<file path="config.mk">
export PLATFORM = sky130hd
export DESIGN_NAME = spi_regport
export DESIGN_NICKNAME = d
export VERILOG_FILES = /design/src/rtl/spi_regport_pkg.sv /design/src/rtl/spi_sync.sv /design/src/rtl/spi_edge_det.sv /design/src/rtl/spi_frame_engine.sv /design/src/rtl/spi_reg_bank.sv /design/src/rtl/spi_regport.sv
export SDC_FILE = /design/constraint.sdc
export NUM_CORES = 1
export LEC_CHECK = 0
export ABC_AREA = 1
export BUFFER_PORTS_ARGS = -buffer_cell sky130_fd_sc_hd__buf_4
export CAP_MARGIN = 20
export CELL_PAD_IN_SITES_DETAIL_PLACEMENT = 0
export CELL_PAD_IN_SITES_GLOBAL_PLACEMENT = 2
export CORE_ASPECT_RATIO = 0.9
export CORE_MARGIN = 1.5
export CORE_UTILIZATION = 33
export CTS_CLUSTER_SIZE = 24
export DETAILED_ROUTE_END_ITERATION = 7
export GPL_TIMING_DRIVEN = 0
export PLACE_DENSITY = 0.76
export RECOVER_POWER = 50
export SETUP_SLACK_MARGIN = 0.15
export SLEW_MARGIN = 20
export SYNTH_ARGS = -nofsm -noshare
export SYNTH_HDL_FRONTEND = slang
export SYNTH_HIERARCHICAL = 1
export SYNTH_SLANG_ARGS = --single-unit
</file>
<file path="constraint.sdc">
create_clock -name clk -period 2.3 [get_ports clk]
set_clock_uncertainty 0.15 [all_clocks]
set_input_delay 0.23 -clock clk [delete_from_list [all_inputs] [get_ports clk]]
set_output_delay 0.23 -clock clk [all_outputs]
set_load 0.01 [all_outputs]
</file>
<file path="src/rtl/spi_regport_pkg.sv">
// Package: shared types and constants for the serial register port.
// Assumes byte-wide registers and a 5-bit register address space.
package spi_regport_pkg;

    localparam int ADDR_W   = 5;
    localparam int BYTE_W   = 8;
    localparam int MODE_BIT = 7;   // register 0: 1 = read data on shared pin
    localparam int SRST_BIT = 5;   // register 0: write 1 = soft reset

    // Frame phase of the serial engine
    typedef enum logic [1:0] {
        PH_CMD  = 2'd0,
        PH_DATA = 2'd1,
        PH_DONE = 2'd2
    } phase_t;

    // Power-on value of register k (register 0 resolves to zero)
    function automatic logic [BYTE_W-1:0] reg_default(input int k);
        return BYTE_W'(k * 17);
    endfunction

endpackage

</file>
<file path="src/rtl/spi_sync.sv">
// Module: multi-bit input synchroniser.
// Each bit passes through its own chain of STAGES flops into the clk domain.
// Assumes the bits are independent levels sampled well above their toggle rate.
module spi_sync #(
    parameter int               WIDTH   = 3,
    parameter int               STAGES  = 2,
    parameter logic [WIDTH-1:0] RST_VAL = '0
) (
    input  logic             clk,
    input  logic             rst_n,
    input  logic [WIDTH-1:0] din,
    output logic [WIDTH-1:0] dout
);

    localparam int LAST = STAGES - 1;

    for (genvar g = 0; g < WIDTH; g++) begin : g_bit
        logic [STAGES-1:0] chain;

        // Shift the raw level through the synchroniser chain
        always_ff @(posedge clk) begin
            if (!rst_n) begin
                chain <= {STAGES{RST_VAL[g]}};
            end else begin
                chain <= {chain[STAGES-2:0], din[g]};
            end
        end

        assign dout[g] = chain[LAST];
    end

endmodule

</file>
<file path="src/rtl/spi_edge_det.sv">
// Module: single-bit edge detector.
// Flags one-cycle rise/fall pulses of an already synchronised level.
// Assumes the level idles low out of reset.
module spi_edge_det (
    input  logic clk,
    input  logic rst_n,
    input  logic level,
    output logic rise,
    output logic fall
);

    logic level_q;

    // Remember the previous sample of the level
    always_ff @(posedge clk) begin
        if (!rst_n) begin
            level_q <= 1'b0;
        end else begin
            level_q <= level;
        end
    end

    assign rise = level & ~level_q;
    assign fall = ~level & level_q;

endmodule

</file>
<file path="src/rtl/spi_frame_engine.sv">
// Module: serial frame decoder.
// Collects the command byte, tracks the byte count and auto-increments the
// address. It emits one write strobe per received byte and shifts read data
// out on serial falling edges. Assumes rise/fall pulses are single-cycle and
// never coincide, and that rdata follows addr combinationally.
module spi_frame_engine
    import spi_regport_pkg::*;
(
    input  logic              clk,
    input  logic              rst_n,
    input  logic              cs_hi,
    input  logic              sck_rise,
    input  logic              sck_fall,
    input  logic              sdi,
    input  logic              bidir,
    input  logic [BYTE_W-1:0] rdata,
    output logic [ADDR_W-1:0] addr,
    output logic              wr_en,
    output logic [BYTE_W-1:0] wdata,
    output logic              out_bit,
    output logic              sdio_oe,
    output logic              sdo_oe
);

    localparam int CNT_W = $clog2(BYTE_W);

    phase_t             phase;
    logic [CNT_W-1:0]   bit_cnt;
    logic [BYTE_W-2:0]  shreg;
    logic [1:0]         bytes_left;
    logic               is_rd;
    logic [BYTE_W-1:0]  next_byte;
    logic               byte_end;
    logic               rd_drive;

    // Byte as it stands once the current input bit is appended
    always_comb begin
        next_byte = {shreg, sdi};
        byte_end  = (bit_cnt == CNT_W'(BYTE_W - 1));
    end

    // Frame state: command decode, byte counting, address stepping
    always_ff @(posedge clk) begin
        if (!rst_n || cs_hi) begin
            phase      <= PH_CMD;
            bit_cnt    <= '0;
            shreg      <= '0;
            bytes_left <= '0;
            is_rd      <= 1'b0;
            addr       <= '0;
        end else if (sck_rise) begin
            case (phase)
                PH_CMD: begin
                    shreg   <= next_byte[BYTE_W-2:0];
                    bit_cnt <= bit_cnt + 1'b1;
                    if (byte_end) begin
                        is_rd      <= next_byte[7];
                        bytes_left <= next_byte[6:5];
                        addr       <= next_byte[ADDR_W-1:0];
                        phase      <= PH_DATA;
                    end
                end
                PH_DATA: begin
                    shreg   <= next_byte[BYTE_W-2:0];
                    bit_cnt <= bit_cnt + 1'b1;
                    if (byte_end) begin
                        addr <= addr + 1'b1;
                        if (bytes_left == 2'd0) begin
                            phase <= PH_DONE;
                        end else begin
                            bytes_left <= bytes_left - 1'b1;
                        end
                    end
                end
                default: ;
            endcase
        end
    end

    // Read shifter: present the next MSB-first bit after each falling edge
    always_ff @(posedge clk) begin
        if (!rst_n || cs_hi) begin
            out_bit <= 1'b0;
        end else if (sck_fall && phase == PH_DATA && is_rd) begin
            out_bit <= rdata[~bit_cnt];
        end
    end

    // Write strobe and pin direction
    always_comb begin
        wr_en    = sck_rise && (phase == PH_DATA) && !is_rd && byte_end;
        wdata    = next_byte;
        rd_drive = (phase == PH_DATA) && is_rd;
        sdio_oe  = rd_drive && bidir;
        sdo_oe   = rd_drive && !bidir;
    end

endmodule

</file>
<file path="src/rtl/spi_reg_bank.sv">
// Module: configuration register bank.
// Holds NUM_REGS byte registers, hardware reset to reg_default(k). Register 0
// carries the pin-direction bit and a soft-reset bit that never stores;
// writing it returns registers 1..NUM_REGS-1 to their defaults.
// Assumes at most one write per cycle.
module spi_reg_bank
    import spi_regport_pkg::*;
#(
    parameter int NUM_REGS = 8
) (
    input  logic                       clk,
    input  logic                       rst_n,
    input  logic                       wr_en,
    input  logic [ADDR_W-1:0]          waddr,
    input  logic [BYTE_W-1:0]          wdata,
    output logic [NUM_REGS*BYTE_W-1:0] regs_flat,
    output logic                       bidir
);

    localparam logic [BYTE_W-1:0] SRST_MASK = BYTE_W'(1) << SRST_BIT;

    logic soft_rst;

    // Soft reset fires on the same cycle as the register-0 write carrying it
    always_comb begin
        soft_rst = wr_en && (waddr == '0) && wdata[SRST_BIT];
    end

    for (genvar k = 0; k < NUM_REGS; k++) begin : g_reg
        logic [BYTE_W-1:0] val;

        if (k == 0) begin : g_ctrl
            // Control register: write stores all but the self-clearing bit
            always_ff @(posedge clk) begin
                if (!rst_n) begin
                    val <= reg_default(0);
                end else if (wr_en && waddr == '0) begin
                    val <= wdata & ~SRST_MASK;
                end
            end
        end else begin : g_data
            // Data register: write, else soft reset to default
            always_ff @(posedge clk) begin
                if (!rst_n) begin
                    val <= reg_default(k);
                end else if (wr_en && waddr == ADDR_W'(k)) begin
                    val <= wdata;
                end else if (soft_rst) begin
                    val <= reg_default(k);
                end
            end
        end

        assign regs_flat[k*BYTE_W +: BYTE_W] = val;
    end

    assign bidir = regs_flat[MODE_BIT];

endmodule

</file>
<file path="src/rtl/spi_regport.sv">
// Module: top of the serial configuration register port.
// Synchronises select, serial clock and data into clk, decodes frames and
// serves the register bank. Assumes clk runs at least 8x the serial clock
// and that NUM_REGS is in 2..32.
module spi_regport
    import spi_regport_pkg::*;
#(
    parameter int NUM_REGS    = 8,
    parameter int SYNC_STAGES = 2
) (
    input  logic clk,
    input  logic rst_n,
    input  logic spi_csn,
    input  logic spi_sclk,
    input  logic sdio_i,
    output logic sdio_o,
    output logic sdio_oe,
    output logic sdo_o,
    output logic sdo_oe
);

    localparam int FLAT_W = NUM_REGS * BYTE_W;
    localparam logic [2:0] SYNC_RST = 3'b100;   // select idles high

    logic [2:0]          sync_q;
    logic                cs_hi;
    logic                sck_lvl;
    logic                sdi;
    logic                sck_rise;
    logic                sck_fall;
    logic [ADDR_W-1:0]   addr;
    logic                wr_en;
    logic [BYTE_W-1:0]   wdata;
    logic [BYTE_W-1:0]   rdata;
    logic [FLAT_W-1:0]   regs_flat;
    logic                bidir;
    logic                out_bit;

    spi_sync #(
        .WIDTH   (3),
        .STAGES  (SYNC_STAGES),
        .RST_VAL (SYNC_RST)
    ) u_sync (
        .clk   (clk),
        .rst_n (rst_n),
        .din   ({spi_csn, spi_sclk, sdio_i}),
        .dout  (sync_q)
    );

    assign cs_hi   = sync_q[2];
    assign sck_lvl = sync_q[1];
    assign sdi     = sync_q[0];

    spi_edge_det u_edge (
        .clk   (clk),
        .rst_n (rst_n),
        .level (sck_lvl),
        .rise  (sck_rise),
        .fall  (sck_fall)
    );

    spi_frame_engine u_frame (
        .clk      (clk),
        .rst_n    (rst_n),
        .cs_hi    (cs_hi),
        .sck_rise (sck_rise),
        .sck_fall (sck_fall),
        .sdi      (sdi),
        .bidir    (bidir),
        .rdata    (rdata),
        .addr     (addr),
        .wr_en    (wr_en),
        .wdata    (wdata),
        .out_bit  (out_bit),
        .sdio_oe  (sdio_oe),
        .sdo_oe   (sdo_oe)
    );

    spi_reg_bank #(
        .NUM_REGS (NUM_REGS)
    ) u_bank (
        .clk       (clk),
        .rst_n     (rst_n),
        .wr_en     (wr_en),
        .waddr     (addr),
        .wdata     (wdata),
        .regs_flat (regs_flat),
        .bidir     (bidir)
    );

    // Read mux: unmapped addresses return zero
    always_comb begin
        rdata = '0;
        for (int k = 0; k < NUM_REGS; k++) begin
            if (addr == ADDR_W'(k)) begin
                rdata = regs_flat[k*BYTE_W +: BYTE_W];
            end
        end
    end

    assign sdio_o = out_bit;
    assign sdo_o  = out_bit;

endmodule

</file>
==> summary.md <==
| Metric | Value |
|---|---|
| Pleak | `0.00233 µW` |
| Floorplan row count | `40` |
| Worst ir drop on vdd | `0.000413 V` |
| WL final | `15600 µm` |
| Highest net fanout along the worst path | `7` |
| Drt pass-1 iters | `5` |
| Required time of the worst setup path | `2.36 ns` |
| Fraction of synthesized area in multiplexers | `0` |
| Clock input transition at the sequential cells of the worst setup and hold paths | `0.07 ns` |
| Maximum clock rate | `0.457 GHz` |
| Clock tree from TritonCTS | `done` |
| Via density per instance | `5.16` |
| Register area | `1850 µm²` |
| Number of max-cap violations | `0` |
| Worst Hold Path Cells | `2` |
| Routability Congestion | `0.838` |
| Count of buffers from port buffering | `8` |
| IO Count | `9` |
| Multi-input combinational cell area | `2500 µm²` |
| Synthesized area | `4570 µm²` |
| Register bit count reported by yosys | `91` |
| GRT Util Overall | `0.214` |
| DRC Markers | `0` |
| Number of pins exceeding their max-slew limit in the final report | `0` |
| Run status | `complete, no violations` |
| Relative slew margins | `0.524` |
| Arithmetic-cell share of the synthesized area counting full adders, half adders and majority gates | `0.0137` |
| Compound-Gate Fraction of Synth Area | `0.112` |
| Vias in the first global route | `4086` |
| Count of H-tree levels built during CTS | `3` |
| Fin Setup TNS | `0 ns` |
| CORE AREA | `13400 µm²` |
| Post-Synthesis Cells | `639` |
| Fin area | `5820 µm²` |
| Largest net degree at the start of global routing | `14` |
| Inserted Diodes | `0` |
| Type of the worst setup path | `flop to flop` |
| Filler Cells Inserted | `1413` |
| Placed Area | `4840 µm²` |
| Overall via count from detail_route | `4482` |
| Endpoint, Worst Hold | `u_sync/g_bit[2].chain[1]` |
| Vertical die dimension | `115 µm` |
| Share of cells above drive strength 1 | `0.215` |
| FF-to-FF path depth | `12` |
| Worst min path class | `flop to flop` |
| XOR/XNOR Fraction of Synth Area | `0.00192` |
| Arrival time reported for the critical path endpoint | `2.25 ns` |
| Detailed-placement wirelength estimate | `10300 µm` |
| Reg2Reg Launch Point | `u_sync/g_bit[1].chain[1]` |
| Sequential share of the synthesized area | `0.399` |
| Startpoint of the tightest hold check path | `u_sync/g_bit[2].chain[0]` |
| Area overhead of the layout relative to synthesis | `27.5%` |
| Initial DRC count | `366` |
| Initial cell density of the core | `0.340` |
| Simple-Gate Fraction of Synth Area | `0.367` |
| Count of clock tree sinks | `91` |
| Warning count from the yosys run | `6` |
| Net count reported at finish | `706` |
| Average instance area after synthesis | `7.15 µm²` |
| Crit path time final | `2.19 ns` |
| Nature of the critical path endpoint | `flop` |
| Setup slack, reg-to-reg | `0.11 ns` |
| Die footprint | `14600 µm²` |
| Net count after synthesis | `649` |
| Worst-case clock buffer depth | `2` |
| Clock tree root driver cell | `sky130_fd_sc_hd__clkbuf_16` |
| Main combinational cell family by area after synthesis | `simple AND/OR/NAND/NOR gates` |
| Insertion delay to the later sink of the worst-skew pair | `0.36 ns` |
| Total clock buffers created by CTS | `9` |
| Final global-route overflow total | `0` |
| Share of the clock period used by the worst path after layout | `0.952` |
| Least-Margin Pin Slew | `0.714 ns` |
| Endpoint of the worst register-to-register path | `u_bank/g_reg[2].val[4]` |
| P per Cell Area | `530 nW/µm²` |
| Wirelength per Cell | `17.9 µm` |
| Worst setup startpoint | `u_sync/g_bit[1].chain[1]` |
| Unrepaired setup endpoints after global routing | `yes` |
| Global-route wire length before repair | `23200 µm` |
| Unique cell type count in the Yosys netlist | `34` |
| Die Wd | `127 µm` |
| Final count of hold timing violations | `0` |
| Number of antenna-violating nets in the routed design | `0` |
| Number of failing setup endpoints in the final timing report | `0` |
| Initial antenna violation count | `0` |
| Sort of element at the start of the critical path | `flop` |
==> final cells by class <==
type / instances / share of cell area
buffer: 32 / 0.0427
clock buffer: 14 / 0.0453
clock inverter: 2 / 0.00172
inverter: 72 / 0.0554
multi-input combinational: 447 / 0.430
sequential: 91 / 0.317
tap: 168 / 0.0361
timing repair buffer: 43 / 0.0718
==> layout by cell type (no fill, tap or decap), drive strengths merged <==
| master | count |
|---|---|
| inv | 69 |
| xor2 | 1 |
| dlygate4sd3 | 7 |
| nand4 | 38 |
| clkinv | 5 |
| o21ai | 27 |
| nand3 | 66 |
| conb | 1 |
| nand2 | 181 |
| clkbuf | 31 |
| o211a | 1 |
| o21bai | 7 |
| nor3 | 1 |
| ha | 5 |
| o211ai | 3 |
| nor2 | 37 |
| a21oi | 57 |
| or2 | 1 |
| nor4 | 1 |
| buf | 51 |
| dfxtp | 91 |
| nand3b | 20 |
==> critical path, cell delays in order, from the launching register on <==
cell                      delay [ns]
sky130_fd_sc_hd__dfxtp_1        0.32
sky130_fd_sc_hd__buf_6          0.11
sky130_fd_sc_hd__inv_4          0.03
sky130_fd_sc_hd__nor2_4         0.12
sky130_fd_sc_hd__inv_2          0.07
sky130_fd_sc_hd__nor4_4         0.35
sky130_fd_sc_hd__nand2_2        0.15
sky130_fd_sc_hd__nor2_4         0.23
sky130_fd_sc_hd__buf_8          0.19
sky130_fd_sc_hd__buf_12         0.11
sky130_fd_sc_hd__nand2_4        0.06
sky130_fd_sc_hd__nand3_1        0.10
sky130_fd_sc_hd__a21oi_1        0.07
==> worst max path at each step <==
stage                        endpoint  slack, ns
4_1_cts        u_bank/g_reg[3].val[2]       0.15
2_1_floorplan  u_bank/g_reg[2].val[1]       0.16
5_1_grt        u_bank/g_reg[2].val[4]       0.03
6_report       u_bank/g_reg[2].val[4]       0.11
3_3_place_gp   u_bank/g_reg[7].val[1]      -0.38
3_5_place_dp   u_bank/g_reg[7].val[4]      -0.40
==> kinds of logic (layout without fill, tap and decap cells) <==
kind of cell / count (synthesis) / after routing
AOI/OAI and AO/OA: 95 / 95
buffers and inverters: 104 / 163
other: 1 / 1
DFF: 91 / 91
xor gates and xnor gates: 1 / 1
adders and majority gates: 5 / 5
and+or+nand+nor: 342 / 345
==> flip-flops by register name (all words and copies together) (netlist names) <==
name / flops
u_bank/g.val: 63
u_frame/shreg: 7
u_sync/g_bit.chain: 6
u_frame/addr: 5
u_frame/bit_cnt: 3
u_frame/bytes_left: 2
u_frame/phase: 2
u_edge/level_q: 1
u_frame/is_rd: 1
u_frame/out_bit: 1
==> cells in the mapped netlist (all sizes together) <==
cell type	n	area share
nand4	38	0.053
o21ai	27	0.030
buf	24	0.040
nor4	1	0.0014
nor2	36	0.044
o211a	1	0.0022
nor3	1	0.0022
nand2	179	0.16
o211ai	3	0.0049
nand3	66	0.073
a21oi	57	0.064
inv	68	0.056
xor2	1	0.0019
clkbuf	8	0.0066
dfxtp	91	0.40
or2	1	0.0014
ha	5	0.014
clkinv	4	0.0036
nand3b	20	0.033
o21bai	7	0.012
conb	1	0.00082
==> per-stage QoR <==
stage               hold WS, ns  cells  setup WS [ns]  power (µW)  utilization
detailed placement        0.247    815         -0.400        1690        0.361
finish                    0.261    869          0.111        3090        0.434
global route              0.285    869         0.0309        3190        0.434
global placement          0.244    815         -0.378        1690        0.361
CTS                       0.262    849          0.147        3120        0.402
floorplan                 0.149    639          0.157        1660            -
==> per-layer routing <==
layer / part of all wire / vias to the layer above / GRT usage
met4: 0.016 / 0 / 0.0591
li1: - / 2230 / -
met2: 0.44 / 122 / 0.326
met3: 0.065 / 15 / 0.0481
met5: 0 / - / 0
met1: 0.48 / 2115 / 0.303
==> timing repair <==
| item | in CTS | in global routing |
|---|---|---|
| pin swaps | 9 | 23 |
| cloned | 1 | 5 |
| buffers inserted | 10 | 15 |
| hold buffers | 7 | 0 |
| hold endpoints to repair | 7 | 0 |
| resized for setup | 39 | 62 |
| setup endpoints to repair | 64 | 61 |
==> power breakdown <==
| group | switching [µW] | internal (µW) |
|---|---|---|
| clock network | 634 | 790 |
| logic | 56.1 | 28.9 |
| registers | 4.05 | 1570 |
| total | 694 | 2390 |
Power figures use the tool's default switching activity.
